<file path="config.mk">
export PLATFORM = sky130hd
export DESIGN_NAME = imprecise_abort_ctrl
export DESIGN_NICKNAME = d
export VERILOG_FILES = /design/src/rtl/iab_pkg.sv /design/src/rtl/iab_pend_latch.sv /design/src/rtl/iab_wr_filter.sv /design/src/rtl/iab_mask_ctl.sv /design/src/rtl/iab_req_stage.sv /design/src/rtl/imprecise_abort_ctrl.sv
export SDC_FILE = /design/constraint.sdc
export NUM_CORES = 1
export LEC_CHECK = 0
export ABC_AREA = 0
export BUFFER_PORTS_ARGS = -buffer_cell sky130_fd_sc_hd__buf_4
export CAP_MARGIN = 20
export CORE_AREA = 2 2 39 41
export DETAILED_ROUTE_END_ITERATION = 16
export DIE_AREA = 0 0 41 43
export PLACE_DENSITY_LB_ADDON = 0.15
export SLEW_MARGIN = 20
export SYNTH_ARGS = -nofsm -noshare
export SYNTH_HDL_FRONTEND = slang
export SYNTH_SLANG_ARGS = --single-unit
</file>
<file path="constraint.sdc">
create_clock -name clk -period 1 [get_ports clk]
set_input_delay 0.1 -clock clk [delete_from_list [all_inputs] [get_ports clk]]
set_output_delay 0.1 -clock clk [all_outputs]
set_load 0.02 [all_outputs]
</file>
<file path="src/rtl/iab_pkg.sv">
package iab_pkg;
  localparam int MODE_W = 5;

  typedef enum logic [MODE_W-1:0] {
    MODE_USR = 5'b10000,
    MODE_FIQ = 5'b10001,
    MODE_IRQ = 5'b10010,
    MODE_SVC = 5'b10011,
    MODE_MON = 5'b10110,
    MODE_ABT = 5'b10111
  } proc_mode_e;

  localparam int N_MASKING = 3;
  localparam logic [MODE_W-1:0] MASKING_MODES [N_MASKING] = '{MODE_FIQ, MODE_IRQ, MODE_ABT};

  typedef struct packed {
    logic wr_en;
    logic wr_val;
  } mask_wr_t;
endpackage

</file>
<file path="src/rtl/iab_pend_latch.sv">
module iab_pend_latch (
  input  logic clk,
  input  logic rst,
  input  logic err_valid,
  input  logic err_precise,
  input  logic ack,
  output logic pend_d,
  output logic pend_q
);
  logic capture;

  assign capture = err_valid & ~err_precise;

  always_comb begin
    if (capture)   pend_d = 1'b1;
    else if (ack)  pend_d = 1'b0;
    else           pend_d = pend_q;
  end

  always_ff @(posedge clk) begin
    if (rst) pend_q <= 1'b0;
    else     pend_q <= pend_d;
  end

  // an imprecise error always leaves the flag set
  a_r2_err_sets: assert property (@(posedge clk) disable iff (rst)
    (err_valid && !err_precise) |=> pend_q);
  // a precise error alone never creates a pending abort
  a_r3_precise_ignored: assert property (@(posedge clk) disable iff (rst)
    (err_valid && err_precise && !pend_q) |=> !pend_q);
  // only an acknowledge can clear the flag
  a_r4_held_until_ack: assert property (@(posedge clk) disable iff (rst)
    (pend_q && !ack) |=> pend_q);
endmodule

</file>
<file path="src/rtl/iab_wr_filter.sv">
module iab_wr_filter
  import iab_pkg::*;
(
  input  logic     ns_state,
  input  logic     ns_mask_wr_ok,
  input  logic     mask_wr_en,
  input  logic     mask_wr_val,
  input  logic     restore_en,
  input  logic     restore_val,
  output mask_wr_t wr_out
);
  logic permit;

  assign permit = ~ns_state | ns_mask_wr_ok;

  always_comb begin
    wr_out = '0;
    if (permit) begin
      if (mask_wr_en) begin
        wr_out.wr_en  = 1'b1;
        wr_out.wr_val = mask_wr_val;
      end else if (restore_en) begin
        wr_out.wr_en  = 1'b1;
        wr_out.wr_val = restore_val;
      end
    end
  end
endmodule

</file>
<file path="src/rtl/iab_mask_ctl.sv">
module iab_mask_ctl
  import iab_pkg::*;
(
  input  logic              clk,
  input  logic              rst,
  input  logic              mode_entry,
  input  logic [MODE_W-1:0] mode_target,
  input  logic              ack,
  input  mask_wr_t          wr_in,
  output logic              mask_d,
  output logic              mask_q
);
  logic [N_MASKING-1:0] hit;
  logic                 force_set;

  for (genvar g = 0; g < N_MASKING; g++) begin : g_mode_match
    assign hit[g] = (mode_target == MASKING_MODES[g]);
  end

  assign force_set = ack | (mode_entry & (|hit));

  always_comb begin
    if (force_set)         mask_d = 1'b1;
    else if (wr_in.wr_en)  mask_d = wr_in.wr_val;
    else                   mask_d = mask_q;
  end

  always_ff @(posedge clk) begin
    if (rst) mask_q <= 1'b1;
    else     mask_q <= mask_d;
  end

  // entry into a masking mode sets the bit
  a_r7_entry_sets: assert property (@(posedge clk) disable iff (rst)
    (mode_entry && (mode_target == MODE_FIQ || mode_target == MODE_IRQ ||
                    mode_target == MODE_ABT)) |=> mask_q);
  // acknowledge sets the bit
  a_r8_ack_masks: assert property (@(posedge clk) disable iff (rst)
    ack |=> mask_q);
  // with no permitted write and no forced set the bit holds
  a_r10_no_write_stable: assert property (@(posedge clk) disable iff (rst)
    (!wr_in.wr_en && !ack && !mode_entry) |=> $stable(mask_q));
endmodule

</file>
<file path="src/rtl/iab_req_stage.sv">
module iab_req_stage (
  input  logic clk,
  input  logic rst,
  input  logic pend_d,
  input  logic mask_d,
  output logic req_q
);
  always_ff @(posedge clk) begin
    if (rst) req_q <= 1'b0;
    else     req_q <= pend_d & ~mask_d;
  end
endmodule

</file>
<file path="src/rtl/imprecise_abort_ctrl.sv">
module imprecise_abort_ctrl
  import iab_pkg::*;
(
  input  logic              clk,
  input  logic              rst,
  input  logic              err_valid,
  input  logic              err_precise,
  input  logic              mode_entry,
  input  logic [MODE_W-1:0] mode_target,
  input  logic              ns_state,
  input  logic              ns_mask_wr_ok,
  input  logic              mask_wr_en,
  input  logic              mask_wr_val,
  input  logic              restore_en,
  input  logic              restore_val,
  input  logic              abort_ack,
  output logic              mask_a,
  output logic              pending,
  output logic              abort_req
);
  logic     pend_d, mask_d;
  mask_wr_t wr_sel;

  iab_pend_latch u_pend (
    .clk(clk), .rst(rst), .err_valid(err_valid), .err_precise(err_precise),
    .ack(abort_ack), .pend_d(pend_d), .pend_q(pending)
  );

  iab_wr_filter u_filt (
    .ns_state(ns_state), .ns_mask_wr_ok(ns_mask_wr_ok),
    .mask_wr_en(mask_wr_en), .mask_wr_val(mask_wr_val),
    .restore_en(restore_en), .restore_val(restore_val), .wr_out(wr_sel)
  );

  iab_mask_ctl u_mask (
    .clk(clk), .rst(rst), .mode_entry(mode_entry), .mode_target(mode_target),
    .ack(abort_ack), .wr_in(wr_sel), .mask_d(mask_d), .mask_q(mask_a)
  );

  iab_req_stage u_req (
    .clk(clk), .rst(rst), .pend_d(pend_d), .mask_d(mask_d), .req_q(abort_req)
  );

  // the request agrees with the two registered state bits
  a_r6_req_consistent: assert property (@(posedge clk) disable iff (rst)
    abort_req == (pending && !mask_a));
  // a blocked non-secure write leaves the mask alone
  a_r10_ns_blocked: assert property (@(posedge clk) disable iff (rst)
    (ns_state && !ns_mask_wr_ok && !abort_ack && !mode_entry) |=> $stable(mask_a));
  // one cycle after reset the block is masked and idle
  a_r1_reset_state: assert property (@(posedge clk)
    rst |=> (mask_a && !pending && !abort_req));
endmodule

</file>
Yosys cells after proc, flatten, opt, wreduce, memory -nomap -nowiden
Index checks and enable logic that the tools add are counted.
{"block": "classes", "n_eq_ne": 3, "n_mux": 7, "bitwise": 8, "n_reduce_logical": 1}
{"op": "5-bit equality test, second input constant", "count": 3}
{"op": "2-bit 2-to-1 mux", "count": 3}
{"op": "1-bit 2-to-1 mux", "count": 4}
{"op": "1-bit bitwise AND", "count": 3}
{"op": "1-bit inverter", "count": 3}
{"op": "3-bit OR reduction", "count": 1}
{"op": "1-bit OR", "count": 2}
{"block": "totals", "regBits": 3, "inputBits": 17, "output_inout_bits": 3, "word_cells": 22}

Logic depth before layout (Yosys ltp)
{"block": "logic_depth", "depth_word": 7, "mapped_depth": 4, "ltp_nobuf": 4}

By module
Synthesis repeated with hierarchy kept, for this count alone.
{"block": "unflattened", "cells_unflattened": 22, "area_unflattened_um2": 190.2}
{"module": "iab_mask_ctl", "instances": 1, "cells_each": 9, "area_per_inst_um2": 82.6, "seq_area_each_um2": 20.0}
{"module": "iab_pend_latch", "instances": 1, "cells_each": 5, "area_per_inst_um2": 45.0, "seq_area_each_um2": 20.0}
{"module": "iab_req_stage", "instances": 1, "cells_each": 2, "area_per_inst_um2": 32.5, "seq_area_each_um2": 20.0}
{"module": "iab_wr_filter", "instances": 1, "cells_each": 6, "area_per_inst_um2": 30.0, "seq_area_each_um2": 0.0}

Worst setup path before layout
OpenSTA, ideal clock, no wires.
{"block": "synth_timing", "kind": "reg-to-reg", "start": "reg u_mask.mask_q", "end": "reg u_mask.mask_q", "setup_ns": 0.137, "arrival_ns": 0.751, "required_ns": 0.863, "slack_ns": 0.112, "path_stages_with_launch": 3, "path_buffers": 0, "period_less_slack_ns": 0.888, "cell_sequence": "dfxtp_1 > a221oi_2 > o311ai_1"}
{"block": "synth_between", "elab_chain_cells": 2}
{"element": "start, declared", "line_no": "iab_mask_ctl.sv:11", "text": "output logic mask_q"}
{"element": "start signal, assigned", "line_no": "iab_mask_ctl.sv:30", "text": "else mask_q <= mask_d;"}
{"element": "1-bit 2-to-1 mux", "line_no": "iab_mask_ctl.sv:24", "text": "else if (wr_in.wr_en) mask_d = wr_in.wr_val;"}
{"element": "1-bit 2-to-1 mux", "line_no": "iab_mask_ctl.sv:23", "text": "if (force_set) mask_d = 1'b1;"}
Every way passes these cells.
A chain may end at the register's enable or synchronous reset.

Worst setup path in the final report
Same ends and word-level chain as after synthesis.

==> out/metrics.cfg <==
[power]
power.switching_uw=110
vdd_drop_max_mv=0.275
power_density_mw_per_mm2=1250
power_frac_clock=0.487
pwr-share-seq=0.287
pwr-share-comb=0.226
p_int_uw=339
p_leak_uw=0.000166
swShare=0.245

[routing]
firstDrtPassIters=2
route.met2.wl_um=313
wl_met1_um=202
via_per_inst=4.07
drc=0
drtIter0Drc=2
wl_met3_um=78
wirelength_um=617
top_layer=met4
antenna_left=0
wl_per_cell_um=10.6
vias=236

[global_routing]
grt_max_degree=4
grt_pass1_vias=256
antenna_found_initial=0
grt_overflow_total=0
grt_pass1_wl_um=945
grtUsageTotal=0.0922

[logic_synthesis]
yosys.area_share.xor_xnor=0.0515
ys_seq_area_frac=0.353
syn_area_per_cell_sq_um=8.96
synthMuxAreaShare=0
yosys_warnings=0
synth_top_family_by_area=compound AO/OA/AOI/OAI gates
yosys_register_bits=3
yosys.area_share.adder=0
synth_fp_nets=36
synth_compound_area_frac=0.338
ys_top_cells_by_area=dfxtp_1 35%, a221oi_2 8.8%, nand2b_1 7.4%
yosys.area_share.simple=0.235
synth_top_area_cell=dfxtp_1
syn_inst=19
yosysUniqueCellTypes=13
synth_area_sq_um=170
synth.top_cell.area_share=0.353

[clock_network]
clk_pin_slew_ns=0.04
clock-root-buffer=clkbuf_4
post_cts_buffers=0
numCtsBuffers=3
cts_tree=built
cts_resized=0
htree_levels=1
clk_latency_ns=0.23
cts.sinks=3
cts_hold_buf=0
clk_path_buf_depth=2

[hold_path]
whs_endpoint=u_pend.pend_q
min_from=rst
worstHoldPathCells=2
hp-class=in2reg

[setup_path]
cpPeakStageDelay_ns=0.32
crit_path_end_kind=register
path_max_fanout=2
reg2reg_slack_ns=0.12
crit_path_start_kind=register
arrival_ns=0.98
reg2reg_from=u_mask.mask_q
critPathRequiredTime_ns=1.10
r2r-end=u_mask.mask_q
worstRegToRegCells=2
cp_cell_sequence=a221oi_2 > o311ai_1
critPathSlowestCell=dfxtp_1
worstSetupPathType=reg2reg

[timing]
rsz0062_at_grt=false
hold_viol=0
setup_viol=0
worst_pin_slew_ns=0.252
finalSetupTns_ns=0
maxSlewViolCount=0
post-route-period-util=0.881
finClkSkew_ns=0.000530
max_freq_mhz=1130
finalCriticalPeriod_ns=0.881
relSlewSlack=0.832

[layout]
final_cells=58
fin_nets=60
drive_gt1_frac=0.595
synthToLayoutAreaGrowth_pct=111
fillers=152
diodes=0

[place]
gp_congestion=0.664
numPortBuffers=19
dp.cells=54

[floorplan]
core_sq_mm=0.00138
die_w_um=41
dieArea_sq_mm=0.00176
fp.dieH_um=43
rows=14
start_util=0.123
ios=20

[run]
maxCapViolations=0

[run_status]
status=finished, final reports clean

-- worst max path at each step --
stage | depth (start not counted) | to | start
floorplan | 2 | u_mask.mask_q | u_mask.mask_q
global placement | 4 | u_req.req_q | mode_target[1]
detailed placement | 4 | u_mask.mask_q | ns_mask_wr_ok
CTS | 2 | u_mask.mask_q | u_mask.mask_q
global route | 2 | u_mask.mask_q | u_mask.mask_q
finish | 2 | u_mask.mask_q | u_mask.mask_q
-- kinds of logic (layout without fill, tap and decap cells) --
logic type      Yosys count  in the layout
flops                     3              3
buf+inv                   1             24
xor+xnor                  1              1
compound gates            7              7
simple gates              7              7
-- layer usage --
metal  up-vias  track usage
li1        115            -
met1       103       0.0639
met2        16        0.138
met3         2       0.0524
met4         0        0.120
met5         -            0
-- state kept, by name, indices dropped and copies added (netlist names) --
register       flops
u_req.req_q        1
u_pend.pend_q      1
u_mask.mask_q      1
-- synth_stat cells --
cell type / instances
nand2_1: 3
o311ai_1: 1
nand2b_2: 1
o21ai_0: 1
inv_1: 1
a221oi_2: 1
o21ai_2: 1
dfxtp_1: 3
a21oi_1: 2
nor3b_1: 1
xnor2_1: 1
nand2b_1: 2
o311a_1: 1
-- cell usage in the layout, fill, tap and decap left out, drive strengths merged --
cell	Yosys	final
clkbuf	0	4
a221oi	1	1
nor3b	1	1
nand2	3	3
dfxtp	3	3
o21ai	2	2
buf	0	19
nand2b	3	3
inv	1	1
xnor2	1	1
o311ai	1	1
a21oi	2	2
o311a	1	1
-- power by group through the flow --
| stage | clock, uW | sequential, uW | combinational (uW) |
|---|---|---|---|
| 6_report | 219 | 129 | 101 |
| 5_1_grt | 249 | 129 | 112 |
| 4_1_cts | 235 | 129 | 103 |
| 3_5_place_dp | 0 | 131 | 101 |
| 3_3_place_gp | 0 | 130 | 99.9 |
| 2_1_floorplan | 0 | 137 | 29.6 |
-- critical path: cells and delay by family, from the launching register on --
kind               cells  cell delay, ns
AOI/OAI and AO/OA      2            0.43
DFF                    1            0.32
-- cell type report --
class / instances / area, sq um / area share
flip-flops and latches: 3 / 60.1 / 0.167
repair buffers: 19 / 143 / 0.397
well taps: 16 / 20.0 / 0.0557
inverters: 1 / 3.75 / 0.0105
clock buffers: 4 / 26.3 / 0.0732
multi-input cells: 15 / 106 / 0.296
-- stage by stage --
stage	hold WS, ns	area (sq um)	worst slack [ns]	power [uW]	utilization
5_1_grt	0.0532	359	0.0102	490	0.259
3_3_place_gp	0.286	333	0.0653	230	0.241
6_report	0.0464	359	0.119	449	0.259
4_1_cts	0.0327	359	0.107	467	0.259
2_1_floorplan	0.181	170	0.112	167	-
3_5_place_dp	0.289	333	0.0668	232	0.241
Note: power is estimated with default switching activity, not from simulation.
